**config.mk**
```make
export PLATFORM = sky130hd
export DESIGN_NAME = gpx_core
export DESIGN_NICKNAME = d
export VERILOG_FILES = /design/src/rtl/gpx_pkg.sv /design/src/rtl/gpx_sync.sv /design/src/rtl/gpx_edge.sv /design/src/rtl/gpx_regs.sv /design/src/rtl/gpx_core.sv
export SDC_FILE = /design/constraint.sdc
export NUM_CORES = 1
export LEC_CHECK = 0
export ABC_AREA = 1
export BUFFER_PORTS_ARGS = -buffer_cell sky130_fd_sc_hd__buf_4
export CAP_MARGIN = 10
export CELL_PAD_IN_SITES_DETAIL_PLACEMENT = 1
export CELL_PAD_IN_SITES_GLOBAL_PLACEMENT = 1
export CORE_MARGIN = 8
export CORE_UTILIZATION = 30
export DETAILED_ROUTE_END_ITERATION = 10
export HOLD_SLACK_MARGIN = 0.08
export PLACE_DENSITY = 0.64
export SLEW_MARGIN = 30
export SYNTH_ARGS = -nofsm -noshare
export SYNTH_HDL_FRONTEND = slang
export SYNTH_SLANG_ARGS = --single-unit
```
**constraint.sdc**
```tcl
create_clock -name clk -period 6.2 [get_ports clk]
set_input_delay 0.93 -clock clk [delete_from_list [all_inputs] [get_ports clk]]
set_output_delay 0.93 -clock clk [all_outputs]
set_load 0.03 [all_outputs]
```
**src/rtl/gpx_pkg.sv**
```systemverilog
package gpx_pkg;
   localparam logic [7:0] KEY_ARM  = 8'h12;
   localparam logic [7:0] KEY_FIRE = 8'h34;
   localparam int         KEY_ADDR = 8'h7D;

   typedef enum logic {KEY_IDLE, KEY_ARMED} key_state_e;

   // sense code bit 0 selects rising, bit 1 selects falling
   function automatic logic edge_hit(input logic [1:0] code, input logic now_lvl,
                                     input logic old_lvl);
      return (code[0] & now_lvl & ~old_lvl) | (code[1] & ~now_lvl & old_lvl);
   endfunction
endpackage

```
**src/rtl/gpx_sync.sv**
```systemverilog
module gpx_sync #(
   parameter int W      = 16,
   parameter int STAGES = 2
) (
   input  logic         clk,
   input  logic         rst_n,
   input  logic [W-1:0] d,
   output logic [W-1:0] q
);
   if (STAGES < 2) begin : g_bad
      $error("gpx_sync needs at least two stages");
   end

   logic [W-1:0] chain [STAGES];

   always_ff @(posedge clk or negedge rst_n) begin
      if (!rst_n) begin
         for (int i = 0; i < STAGES; i++) chain[i] <= '0;
      end else begin
         chain[0] <= d;
         for (int i = 1; i < STAGES; i++) chain[i] <= chain[i-1];
      end
   end

   assign q = chain[STAGES-1];
endmodule

```
**src/rtl/gpx_edge.sv**
```systemverilog
module gpx_edge #(
   parameter int NLINES = 16
) (
   input  logic                clk,
   input  logic                rst_n,
   input  logic                soft_rst,
   input  logic [NLINES-1:0]   lvl,
   input  logic [2*NLINES-1:0] sense,
   input  logic [NLINES-1:0]   clr,
   output logic [NLINES-1:0]   src
);
   import gpx_pkg::*;

   logic [NLINES-1:0] lvl_d;

   always_ff @(posedge clk or negedge rst_n) begin
      if (!rst_n) lvl_d <= '0;
      else        lvl_d <= lvl;
   end

   for (genvar n = 0; n < NLINES; n++) begin : g_line
      logic hit;
      logic bit_q;
      assign hit = edge_hit(sense[2*n +: 2], lvl[n], lvl_d[n]);
      always_ff @(posedge clk or negedge rst_n) begin
         if (!rst_n)        bit_q <= 1'b0;
         else if (soft_rst) bit_q <= 1'b0;
         else if (hit)      bit_q <= 1'b1;   // a new edge beats a clear
         else if (clr[n])   bit_q <= 1'b0;
      end
      assign src[n] = bit_q;
   end
endmodule

```
**src/rtl/gpx_regs.sv**
```systemverilog
module gpx_regs #(
   parameter int NLINES = 16,
   parameter int ADDR_W = 8
) (
   input  logic                clk,
   input  logic                rst_n,
   input  logic [ADDR_W-1:0]   addr,
   input  logic [7:0]          wdata,
   input  logic                we,
   input  logic                re,
   output logic [7:0]          rdata,
   input  logic [NLINES-1:0]   lvl,
   input  logic [NLINES-1:0]   src,
   output logic [NLINES-1:0]   dir_q,
   output logic [NLINES-1:0]   data_q,
   output logic [NLINES-1:0]   pu_q,
   output logic [NLINES-1:0]   pd_q,
   output logic [NLINES-1:0]   od_q,
   output logic [NLINES-1:0]   mask_q,
   output logic [2*NLINES-1:0] sense_q,
   output logic [NLINES-1:0]   clr,
   output logic                soft_rst
);
   import gpx_pkg::*;

   localparam int NB      = NLINES / 8;
   localparam int SB      = NLINES / 4;
   localparam int A_PU    = 0;
   localparam int A_PD    = A_PU + NB;
   localparam int A_OD    = A_PD + NB;
   localparam int A_DIR   = A_OD + NB;
   localparam int A_DATA  = A_DIR + NB;
   localparam int A_MASK  = A_DATA + NB;
   localparam int A_SENSE = A_MASK + NB;
   localparam int A_SRC   = A_SENSE + SB;
   localparam int A_CTRL  = A_SRC + NB;

   if (NLINES % 8 != 0 || NLINES < 8) begin : g_bad_lines
      $error("NLINES must be a non-zero multiple of 8");
   end
   if (A_CTRL >= KEY_ADDR || KEY_ADDR >= (1 << ADDR_W)) begin : g_bad_map
      $error("register map collides with the reset key address");
   end

   logic [7:0]        ctrl_q;
   key_state_e        key_q;
   logic [NLINES-1:0] data_view;
   int                a;

   assign a         = int'(addr);
   assign soft_rst  = we && (a == KEY_ADDR) && (wdata == KEY_FIRE) && (key_q == KEY_ARMED);
   assign data_view = (dir_q & lvl) | (~dir_q & data_q);

   always_ff @(posedge clk or negedge rst_n) begin
      if (!rst_n) begin
         key_q <= KEY_IDLE;
      end else if (we) begin
         key_q <= (a == KEY_ADDR && wdata == KEY_ARM) ? KEY_ARMED : KEY_IDLE;
      end
   end

   always_ff @(posedge clk or negedge rst_n) begin
      if (!rst_n) begin
         dir_q   <= '1;
         data_q  <= '0;
         pu_q    <= '0;
         pd_q    <= '0;
         od_q    <= '0;
         mask_q  <= '1;
         sense_q <= '0;
         ctrl_q  <= '0;
      end else if (soft_rst) begin
         dir_q   <= '1;
         data_q  <= '0;
         pu_q    <= '0;
         pd_q    <= '0;
         od_q    <= '0;
         mask_q  <= '1;
         sense_q <= '0;
         ctrl_q  <= '0;
      end else if (we) begin
         for (int k = 0; k < NB; k++) begin
            if (a == A_PU + k)   pu_q[(NB-1-k)*8 +: 8]   <= wdata;
            if (a == A_PD + k)   pd_q[(NB-1-k)*8 +: 8]   <= wdata;
            if (a == A_OD + k)   od_q[(NB-1-k)*8 +: 8]   <= wdata;
            if (a == A_DIR + k)  dir_q[(NB-1-k)*8 +: 8]  <= wdata;
            if (a == A_DATA + k) data_q[(NB-1-k)*8 +: 8] <= wdata;
            if (a == A_MASK + k) mask_q[(NB-1-k)*8 +: 8] <= wdata;
         end
         for (int k = 0; k < SB; k++) begin
            if (a == A_SENSE + k) sense_q[(SB-1-k)*8 +: 8] <= wdata;
         end
         if (a == A_CTRL) ctrl_q <= wdata;
      end
   end

   // clear requests: write-one-to-clear on source bytes, read of data bytes
   always_comb begin
      clr = '0;
      for (int k = 0; k < NB; k++) begin
         if (we && a == A_SRC + k)
            clr[(NB-1-k)*8 +: 8] = wdata;
         if (re && a == A_DATA + k && !ctrl_q[0])
            clr[(NB-1-k)*8 +: 8] = '1;
      end
   end

   always_comb begin
      rdata = '0;
      for (int k = 0; k < NB; k++) begin
         if (a == A_PU + k)   rdata = pu_q[(NB-1-k)*8 +: 8];
         if (a == A_PD + k)   rdata = pd_q[(NB-1-k)*8 +: 8];
         if (a == A_OD + k)   rdata = od_q[(NB-1-k)*8 +: 8];
         if (a == A_DIR + k)  rdata = dir_q[(NB-1-k)*8 +: 8];
         if (a == A_DATA + k) rdata = data_view[(NB-1-k)*8 +: 8];
         if (a == A_MASK + k) rdata = mask_q[(NB-1-k)*8 +: 8];
         if (a == A_SRC + k)  rdata = src[(NB-1-k)*8 +: 8];
      end
      for (int k = 0; k < SB; k++) begin
         if (a == A_SENSE + k) rdata = sense_q[(SB-1-k)*8 +: 8];
      end
      if (a == A_CTRL) rdata = ctrl_q;
   end
endmodule

```
**src/rtl/gpx_core.sv**
```systemverilog
module gpx_core #(
   parameter int NLINES      = 16,
   parameter int SYNC_STAGES = 2
) (
   input  logic              clk,
   input  logic              rst_n,
   input  logic [7:0]        reg_addr,
   input  logic [7:0]        reg_wdata,
   input  logic              reg_we,
   input  logic              reg_re,
   output logic [7:0]        reg_rdata,
   input  logic [NLINES-1:0] pin_in,
   output logic [NLINES-1:0] pin_out,
   output logic [NLINES-1:0] pin_oe,
   output logic [NLINES-1:0] pull_up_en,
   output logic [NLINES-1:0] pull_dn_en,
   output logic              irq_n
);
   logic [NLINES-1:0]   lvl;
   logic [NLINES-1:0]   src_q;
   logic [NLINES-1:0]   dir_q;
   logic [NLINES-1:0]   data_q;
   logic [NLINES-1:0]   pu_q;
   logic [NLINES-1:0]   pd_q;
   logic [NLINES-1:0]   od_q;
   logic [NLINES-1:0]   mask_q;
   logic [2*NLINES-1:0] sense_q;
   logic [NLINES-1:0]   clr;
   logic                soft_rst;

   gpx_sync #(.W(NLINES), .STAGES(SYNC_STAGES)) u_sync (
      .clk(clk), .rst_n(rst_n), .d(pin_in), .q(lvl)
   );

   gpx_regs #(.NLINES(NLINES), .ADDR_W(8)) u_regs (
      .clk(clk), .rst_n(rst_n), .addr(reg_addr), .wdata(reg_wdata),
      .we(reg_we), .re(reg_re), .rdata(reg_rdata), .lvl(lvl), .src(src_q),
      .dir_q(dir_q), .data_q(data_q), .pu_q(pu_q), .pd_q(pd_q), .od_q(od_q),
      .mask_q(mask_q), .sense_q(sense_q), .clr(clr), .soft_rst(soft_rst)
   );

   gpx_edge #(.NLINES(NLINES)) u_edge (
      .clk(clk), .rst_n(rst_n), .soft_rst(soft_rst), .lvl(lvl),
      .sense(sense_q), .clr(clr), .src(src_q)
   );

   for (genvar n = 0; n < NLINES; n++) begin : g_pad
      assign pin_oe[n] = ~dir_q[n] & (~od_q[n] | ~data_q[n]);
   end

   assign pin_out    = data_q;
   assign pull_up_en = pu_q;
   assign pull_dn_en = pd_q;
   assign irq_n      = ~|(src_q & ~mask_q);
endmodule

```
==> qor.yml, run 1 <==
setup_path:
  path_class: "in2out"
  cp.required_ps: 5270
  crit_fanout: 11
  crit_path_frequent_cell: "nand4_1"
  r2r-start: "u_regs.key_q$_DFFE_PN0P_"
  rr_worst_depth: 7
  path_cells: "buf_4 > nor2_1 > nand2_1 > clkinv_1 > nand3_1 > nor2_2 > inv_1 > o21ai_0 > inv_1 > nand4_1 > nand2_1 > nand4_1 > nor2_1 > nand4_1 > buf_4"
  cp.arrival_ps: 3520
  worst-path-buf-inv: 5
  start_kind: "primary input"
  cp_slowest_stage_delay_ps: 480
  ff2ff_setup_slack_ps: 3940
  cp_top_family: "simple AND/OR/NAND/NOR gates"
  critPathCaptureType: "primary output"
  critical_path.endpoint: "reg_rdata[3]"
  crit_cells: 15
  r2r-end: "u_regs.data_q[12]$_DFFE_PN0P_"
  startpoint: "reg_addr[7]"
  crit_slowest_cell: "nor2_2"
min_path:
  hp-class: "reg2reg"
timing:
  timing.fmax_ghz: 0.225
  finalCriticalPeriod_ps: 4450
  setup_viol: 0
  period_share_pct: 71.8
  setup_tns_ps: 0
  hold_violations: 0
  finalWorstSetupSlack_ps: 1750
  tightest_slew_ps: 978
  slew_headroom_pct: 34.3
  rsz0062_at_grt: "false"
  slew_viol_final: 0
  skew_ps: 11.2
place:
  dpl.hpwl_um: 25000
  pre_cts_ws_ps: 1720
  dpl_cell_area_um2: 10200
  gp_congestion: 0.901
  numPortBuffers: 108
clock_tree:
  cts_sinks: 201
  cts_tree: "done"
  worst_skew_pair.late_latency_ps: 530
  cts.repair.resized: 0
  root_buffer: "clkbuf_16"
  cts_inserted_buffers: 24
  post-cts-setup-buffer-count: 0
  clockBufferDepth: 3
  htreeDepth: 1
  hold_buffers: 0
  clkTransAtPathRegs_ps: 50
yosys:
  syn_avg_cell_area_um2: 8.62
  syn_nets: 1091
  synthDistinctLibCells: 34
  ys_seq_area_share_pct: 55.8
  netlist_area_um2: 9090
  yosysWarnings: 0
  synthCells: 1055
  ys_ff_latch: 201
floorplanning:
  rows: 63
  fp.coreArea_um2: 29700
  fp.dieH_um: 190
  io_pins: 109
  dieArea_um2: 36100
  start_util_pct: 30.6
  die_x_um: 190
routing:
  routed_wirelength_um: 34100
  wl_per_cell_um: 21.8
  dr.pass1.iters: 5
  detail-route-antenna-nets: 0
  via_per_inst: 4.99
  drtIter0Drc: 530
  drt_drc_violations_left: 0
  route.vias.total: 7836
pwr:
  power_mw: 3.16
  ir_worst_vdd_mv: 0.194
  leakage_nw: 5.04
  power_density_nw_per_um2: 286
global_routing:
  grt_overflow: 0
  grt_pass1_wl_um: 52800
  antenna_found_initial: 0
  grt_start_max_net_pins: 88
  track_usage_pct: 19.0
  grt_pass1_vias: 8427
finish:
  n_fill_cell: 3507
  fin_util_pct: 37.2
  fin_area_um2: 11000
  multiInputGateArea_um2: 3450
  synthToLayoutAreaGrowth_pct: 21.5
  nets: 1197
  drive_above_1_share_pct: 19.3
  seq_area_um2: 5070
  diodes: 0
flow_run:
  max-cap-violations: 0
run_status:
  outcome: "finished, final reports clean"
sequential cells by signal, indices dropped and copies added (netlist names), 8 cells and up:
name	flops
u_regs.mask_q	16
u_edge.g_line.bit_q	16
u_regs.pd_q	16
u_regs.od_q	16
u_sync.chain	16
u_regs.data_q	16
u_regs.ctrl_q	8
u_regs.sense_q	32
u_edge.lvl_d	16
u_regs.pu_q	16
u_regs.dir_q	16
u_sync.q	16
cells by family (layout without fill, tap and decap cells):
family / Yosys count / after routing / synth area share, %
simple gates: 477 / 477 / 22.0
flops: 201 / 201 / 55.8
buf+inv: 138 / 262 / 6.61
compound gates: 239 / 239 / 15.6
layout make-up:
| class | count | area share [%] |
|---|---|---|
| inverter | 106 | 3.60 |
| multi-input combinational | 716 | 31.3 |
| sequential | 201 | 45.9 |
| clock inverter | 6 | 0.306 |
| tap | 390 | 4.42 |
| clock buffer | 38 | 6.83 |
| timing repair buffer | 112 | 7.67 |
worst reg2reg max path: stages, from the launching register on:
cell	delay (ps)
dfrtp_1	330
inv_1	80
nor3_1	140
inv_1	100
nor4_4	290
inv_1	200
nand2_1	730
o21ai_0	240
cell usage after synthesis:
master	number	share of area, %
dfstp_2	32	9.2
o211ai_1	14	1.2
nand2_1	298	12
or2_2	4	0.28
nor4_1	3	0.21
a31oi_1	12	0.83
nand3_2	1	0.11
nor3_2	2	0.22
inv_1	104	4.3
a21oi_4	2	0.36
clkinv_1	2	0.083
buf_6	7	0.87
o2111ai_1	1	0.096
o21ai_2	17	1.6
a21oi_1	42	2.3
buf_2	12	0.66
a221oi_1	1	0.096
nor4_2	1	0.14
buf_4	4	0.33
nor3_1	9	0.50
nor2_1	84	3.5
o22ai_1	4	0.28
a32oi_1	3	0.29
nor3_4	1	0.18
nand4_1	34	2.3
o21ai_4	5	0.89
dfrtp_1	169	47
a221o_1	1	0.11
nand3_1	34	1.9
o21ai_1	24	1.3
o21ai_0	113	6.2
nand2_2	1	0.069
clkbuf_1	9	0.37
nor2_2	5	0.34
stage by stage:
step                cells  hold slack (ps)
floorplan            1055              331
global placement     1525              332
detailed placement   1525              336
CTS                  1569              347
global route         1569              355
finish               1569              346
report_power, final:
part	switching, mW	total (mW)	leakage (nW)	internal (mW)
logic	0.203	0.293	2.16	0.0903
clock network	0.573	1.40	0.395	0.831
registers	0.0678	1.47	2.49	1.40
cells in the final DEF (no fill, tap or decap), drive strengths merged, types with 12 or more instances in the layout:
master	count
nand2	299
dfrtp	169
o21ai	159
buf	111
inv	104
nor2	89
a21oi	44
clkbuf	39
nand3	35
nand4	34
dfstp	32
o211ai	14
a31oi	12
nor3	12
routing by layer:
layer  routed length, um  GRT usage, %  part of all wire [%]
met4                 961          5.98                   2.8
met2               16100          31.4                    47
met5                   0             0                     0
met1               15500          25.5                    45
met3                1540          2.73                   4.5
worst min-delay path by stage:
stage | to | startpoint | depth (start not counted)
2_1_floorplan | u_sync.q[0]$_DFF_PN0_ | u_sync.chain[16]$_DFF_PN0_ | 0
3_3_place_gp | u_sync.q[0]$_DFF_PN0_ | u_sync.chain[16]$_DFF_PN0_ | 0
3_5_place_dp | u_sync.q[2]$_DFF_PN0_ | u_sync.chain[18]$_DFF_PN0_ | 0
4_1_cts | u_sync.q[4]$_DFF_PN0_ | u_sync.chain[20]$_DFF_PN0_ | 0
5_1_grt | u_sync.q[4]$_DFF_PN0_ | u_sync.chain[20]$_DFF_PN0_ | 0
6_report | u_sync.q[0]$_DFF_PN0_ | u_sync.chain[16]$_DFF_PN0_ | 0
No activity file was read; power rests on OpenSTA's default activity.
==> inputs of run 2 (changes only) <==
- PLACE_DENSITY: 0.64 -> 0.66
- clock period: 6.2 -> 4.03 ns (I/O delays scaled with it)
==> run 2 against run 1 <==
Against the previous run: total power grew 53%; hold slack worse by 260 ps; cell count grew 0.51%; non-clock buffer count rose by 8; combinational power rose by 55%; first-iteration DRC count shrank 2.5%; routed wire length about the same; utilization increased by 0.20 points; clock skew rose by 10 ps.
==> qor.yml, run 2 (synthesis results as in run 1) <==
routing:
  route.vias.total: 7868  # +0.41%
  drt_drc_violations_left: 0  # unchanged
  drtIter0Drc: 517  # -2.5%
  via_per_inst: 4.99  # -0.10%
  detail-route-antenna-nets: 0  # unchanged
  routed_wirelength_um: 34100  # about the same
  dr.pass1.iters: 5  # unchanged
  wl_per_cell_um: 21.7  # -0.46%
finish:
  most-common-layout-cells: "298 x nand2_1, 169 x dfrtp_1, 118 x buf_4"
  largest_register_ffs: 32  # unchanged
  mostFrequentLayoutCell: "nand2_1"
  n_fill_cell: 3463  # -1.3%
  synthToLayoutAreaGrowth_pct: 22.1
  fin_area_um2: 11100  # +0.53%
  nets: 1205  # +0.67%
  regMostFlops: "u_regs.sense_q"
  fin_util_pct: 37.4  # +0.20 points
  diodes: 0  # unchanged
  drive_above_1_share_pct: 19.7  # +0.38 points
clock_tree:
  hold_buffers: 0  # unchanged
  cts_tree: "done"
  cts_sinks: 201  # unchanged
  cts.repair.resized: 0  # unchanged
  post-cts-setup-buffer-count: 0  # unchanged
  htreeDepth: 1  # unchanged
  cts_inserted_buffers: 24  # unchanged
  clkTransAtPathRegs_ps: 60  # about the same
  clockBufferDepth: 3  # unchanged
  root_buffer: "clkbuf_16"
  worst_skew_pair.late_latency_ps: 530  # about the same
floorplanning:
  die_x_um: 190  # unchanged
  dieArea_um2: 36100  # unchanged
  io_pins: 109  # unchanged
  fp.dieH_um: 190  # unchanged
  fp.coreArea_um2: 29700  # unchanged
  rows: 63  # unchanged
  start_util_pct: 30.6  # unchanged
pwr:
  ir_worst_vdd_mv: 0.278  # +44%
  leakage_nw: 5.07  # +0.56%
  power_density_nw_per_um2: 435  # +52%
  power_mw: 4.83  # +53%
timing:
  finalCriticalPeriod_ps: 3480
  setup_tns_ps: 0  # unchanged
  period_share_pct: 86.5
  setup_viol: 0  # unchanged
  slew_viol_final: 0  # unchanged
  rsz0062_at_grt: "false"
  skew_ps: 21.3  # +10.1 ps
  hold_violations: 0  # unchanged
  slew_headroom_pct: 37.2  # +2.9 points
  timing.fmax_ghz: 0.287
  tightest_slew_ps: 940  # -37.6 ps
setup_path:
  cp.required_ps: 3430  # -1840 ps
  crit_fanout: 9  # -2
  start_kind: "primary input"
  path_class: "in2out"
  critPathCaptureType: "primary output"
  cp.arrival_ps: 2880  # -640 ps
run_status:
  outcome: "finished, final reports clean"
place:
  gp_congestion: 0.873  # -3.1%
  dpl.hpwl_um: 25100  # +0.13%
  numPortBuffers: 108  # unchanged
  dpl_cell_area_um2: 10300  # +0.61%
global_routing:
  grt_pass1_vias: 8251  # -2.1%
  antenna_found_initial: 0  # unchanged
  grt_start_max_net_pins: 89  # +1.1%
  grt_pass1_wl_um: 52500  # -0.65%
  track_usage_pct: 19.0  # -0.073 points
  grt_overflow: 0  # unchanged
flow_run:
  max-cap-violations: 0  # unchanged
min_path:
  hp-class: "in2async"
## run 2: layout make-up
type | instances | area [um2] | area share, %
clock inverter | 8 | 81.3 | 0.732
tap | 390 | 488 | 4.39
timing repair buffer | 120 | 920 | 8.28
clock buffer | 36 | 696 | 6.27
inverter | 106 | 398 | 3.58
multi-input combinational | 716 | 3450 | 31.1
sequential | 201 | 5070 | 45.7
## run 2: path summary, 6_finish.rpt
check / startpoint / endpoint / slack (ps) / depth (start not counted)
setup reg to reg: u_regs.key_q$_DFFE_PN0P_ / u_regs.od_q[12]$_DFFE_PN0P_ / 1790 / 7
setup / recovery: reg_addr[7] / reg_rdata[3] / 550 / 15
min in group clk: pin_in[2] / u_sync.chain[18]$_DFF_PN0_ / 170 / 1
max in group asynchronous: rst_n / u_regs.dir_q[11]$_DFFE_PN1P_ / 2970 / 2
hold reg to reg: u_sync.chain[28]$_DFF_PN0_ / u_sync.q[12]$_DFF_PN0_ / 340 / 0
hold / removal: rst_n / u_sync.chain[21]$_DFF_PN0_ / 80 / 1
## run 2: routing by layer
layer	vias to the layer above	track usage, %	wire length, um
met5	-	0	0
met4	0	6.34	1020
met3	51	2.45	1440
met2	199	30.9	16200
met1	3904	25.7	15500
li1	3714	-	-
## run 2: per-stage QoR
step                cells  hold WS [ps]  worst slack [ps]
finish               1577          83.3               546
detailed placement   1533           336               490
floorplan            1055           309              1250
CTS                  1577           100               459
global placement     1533           331               538
global route         1577           132               167
## run 2: critical path: stages
cell      delay [ps]
buf_4            120
nor2_1           140
nand2_1          140
clkinv_1         180
nand3_1          190
nor2_1           530
nand2_1          110
nand4_1          130
nor2_1            70
nand4_1           80
nand2_1          100
nand4_1          130
nor2_1            60
nand4_1          100
buf_4            180
## run 2: where the power goes
part | total [mW] | internal [mW] | switching, mW
sequential | 2.26 | 2.15 | 0.104
clock | 2.12 | 1.26 | 0.865
combinational | 0.453 | 0.142 | 0.311
==> inputs of run 3 (changes only) <==
- SKIP_LAST_GASP: unset -> 1
- clock period: 4.03 -> 3.1 ns (I/O delays scaled with it)
==> run 3 against run 2 <==
Against the previous run: combinational power increased by 40%; design area grew 5.2%; register-to-register slack lost 660 ps; cell count rose by 2.8%; clock skew decreased by 1.9 ps; sequential share of layout area fell by 2.3 points; routed wire length is 1.8% higher; die area stayed put; worst setup slack got worse by 470 ps; clock power increased by 40%; critical path depth down 5; hold slack better by 200 ps; critical endpoint is now reg_rdata[2]; largest cell class unchanged.
==> qor.yml, run 3 (synthesis results as in run 1) <==
finish:
  multiInputGateArea_um2: 3570  # +3.3%
  largest_register_ffs: 32  # unchanged
  diodes: 0  # unchanged
  seq_area_um2: 5070  # unchanged
  n_fill_cell: 3470  # +0.20%
  drive_above_1_share_pct: 23.2  # +3.4 points
  mostFrequentLayoutCell: "nand2_1"
  nets: 1249  # +3.7%
  regMostFlops: "u_regs.sense_q"
  fin_area_um2: 11700  # +5.2%
  most-common-layout-cells: "291 x nand2_1, 169 x dfrtp_1, 137 x buf_4"
  synthToLayoutAreaGrowth_pct: 28.5
pwr:
  p_switching_mw: 1.69  # +32%
  switching_share_pct: 26.0  # -0.54 points
  leakage_nw: 5.36  # +5.8%
  power_frac_seq_pct: 45.0  # -1.7 points
  power_density_nw_per_um2: 558  # +28%
  p_clk_share_pct: 45.3  # +1.4 points
  combPwrFrac_pct: 9.7  # +0.3 points
  ir_worst_vdd_mv: 0.305  # +9.7%
  intPower_mw: 4.83  # +36%
place:
  gp_congestion: 0.862  # -1.3%
  numPortBuffers: 108  # unchanged
  pre_cts_ws_ps: -18.2  # -508 ps
  dpl_cell_area_um2: 10500  # +1.6%
  dpl.hpwl_um: 25200  # +0.39%
timing:
  finalWorstSetupSlack_ps: 74.2  # -471 ps
  setup_tns_ps: 0  # unchanged
  tightest_slew_ps: 862  # -78.1 ps
  setup_viol: 0  # unchanged
  skew_ps: 19.4  # -1.94 ps
  rsz0062_at_grt: "true"
  slew_viol_final: 0  # unchanged
  finalCriticalPeriod_ps: 3030
  period_share_pct: 97.6
  timing.fmax_ghz: 0.330
  hold_violations: 0  # unchanged
  slew_headroom_pct: 42.5  # +5.3 points
setup_path:
  start_kind: "register"
  crit_fanout: 4  # -5
  cp.required_ps: 2630  # -800 ps
  cp.arrival_ps: 2560  # -320 ps
  path_class: "reg2out"
  critPathCaptureType: "primary output"
routing:
  detail-route-antenna-nets: 0  # unchanged
  route.vias.total: 8120  # +3.2%
  wl_per_cell_um: 21.4  # -0.96%
  drt_drc_violations_left: 0  # unchanged
  routed_wirelength_um: 34800  # +1.8%
  drtIter0Drc: 657  # +27%
  dr.pass1.iters: 5  # unchanged
  via_per_inst: 5.01  # +0.40%
clock_tree:
  htreeDepth: 1  # unchanged
  clockBufferDepth: 3  # unchanged
  clkTransAtPathRegs_ps: 60  # about the same
  worst_skew_pair.late_latency_ps: 530  # about the same
  root_buffer: "clkbuf_16"
  cts_sinks: 201  # unchanged
  cts_inserted_buffers: 24  # unchanged
  cts_tree: "done"
global_routing:
  grt_start_max_net_pins: 85  # -4.5%
  grt_pass1_wl_um: 53400  # +1.7%
  antenna_found_initial: 0  # unchanged
  grt_pass1_vias: 8561  # +3.8%
  track_usage_pct: 19.1  # +0.14 points
  grt_overflow: 0  # unchanged
floorplanning:
  start_util_pct: 30.6  # unchanged
  io_pins: 109  # unchanged
  dieArea_um2: 36100  # unchanged
  die_x_um: 190  # unchanged
  fp.dieH_um: 190  # unchanged
  rows: 63  # unchanged
  fp.coreArea_um2: 29700  # unchanged
flow_run:
  max-cap-violations: 0  # unchanged
run_status:
  outcome: "finished, final reports clean"
min_path:
  hp-class: "in2reg"
-- run 3: cell types whose count changed in the layout (fill, tap and decap cells not counted), moves of 3 or more --
| cell | change |
|---|---|
| nor2_1 | -9 |
| nor2_2 | +6 |
| nand2_2 | +6 |
| buf_4 | +19 |
| nand3_1 | -3 |
| nand2_1 | -7 |
| nand3_4 | +3 |
| buf_6 | +4 |
| dlygate4sd3_1 | +17 |
| nor2_4 | +3 |
-- run 3: power by group through the flow --
stage	Combinational [mW]	Sequential [mW]	Clock, mW
2_1_floorplan	0.247	2.98	0
3_3_place_gp	0.595	2.97	0
3_5_place_dp	0.609	2.98	0
4_1_cts	0.631	2.93	3.01
5_1_grt	0.696	2.95	3.11
6_report	0.634	2.93	2.96
-- run 3: through the flow --
stage	std cells	hold WS (ps)	power, mW	utilization (%)
6_report	1621	279	6.52	39.3
5_1_grt	1621	281	6.76	39.3
4_1_cts	1613	263	6.58	38.6
3_5_place_dp	1552	336	3.58	35.2
3_3_place_gp	1552	332	3.57	35.2
2_1_floorplan	1055	169	3.23	-
-- run 3: per-layer routing --
layer / up-vias / part of all wire [%] / global-route usage (%)
met1: 4037 / 45 / 26.0
met5: - / 0 / 0
met2: 210 / 48 / 31.6
met4: 0 / 3.1 / 5.14
li1: 3810 / - / -
met3: 63 / 4.4 / 2.51
-- run 3: timing repair --
action,CTS,global route
hold endpoints to repair,86,0
resized for setup,1,35
gates cloned,0,2
setup buffers,0,6
hold buffers,17,0
pin swaps,0,16
setup endpoints to repair,1,8
-- run 3: critical path, cell delays in order, from the launching register on --
cell,delay [ps]
dfrtp_1,410
or2_2,310
o211ai_1,110
nand4_1,200
nor2_2,160
nand4_1,120
nand2_1,100
nand4_1,140
nor2_1,170
nand4_1,110
buf_4,190
-- run 3: final timing paths --
| path | from | endpoint | slack, ps | depth (start not counted) |
|---|---|---|---|---|
| max in group asynchronous | rst_n | u_regs.dir_q[6]$_DFFE_PN1P_ | 1710 | 3 |
| min in group asynchronous | rst_n | u_edge.lvl_d[5]$_DFF_PN0_ | 590 | 2 |
| worst min register to register | u_sync.chain[17]$_DFF_PN0_ | u_sync.q[1]$_DFF_PN0_ | 350 | 0 |
| worst min-delay path | reg_wdata[4] | u_regs.dir_q[12]$_DFFE_PN1P_ | 280 | 3 |
| worst max register to register | u_regs.key_q$_DFFE_PN0P_ | u_regs.od_q[14]$_DFFE_PN0P_ | 1130 | 8 |
| worst max-delay path | u_regs.data_q[10]$_DFFE_PN0P_ | reg_rdata[2] | 70 | 10 |
-- run 3: final cells by class --
class                   instances  area share (%)
flip-flops and latches        201            43.4
multi-input cells             717            30.5
repair buffers                163            11.4
clock buffers                  34            5.99
well taps                     390            4.18
inverters                     106            3.43
clock inverters                10            1.12
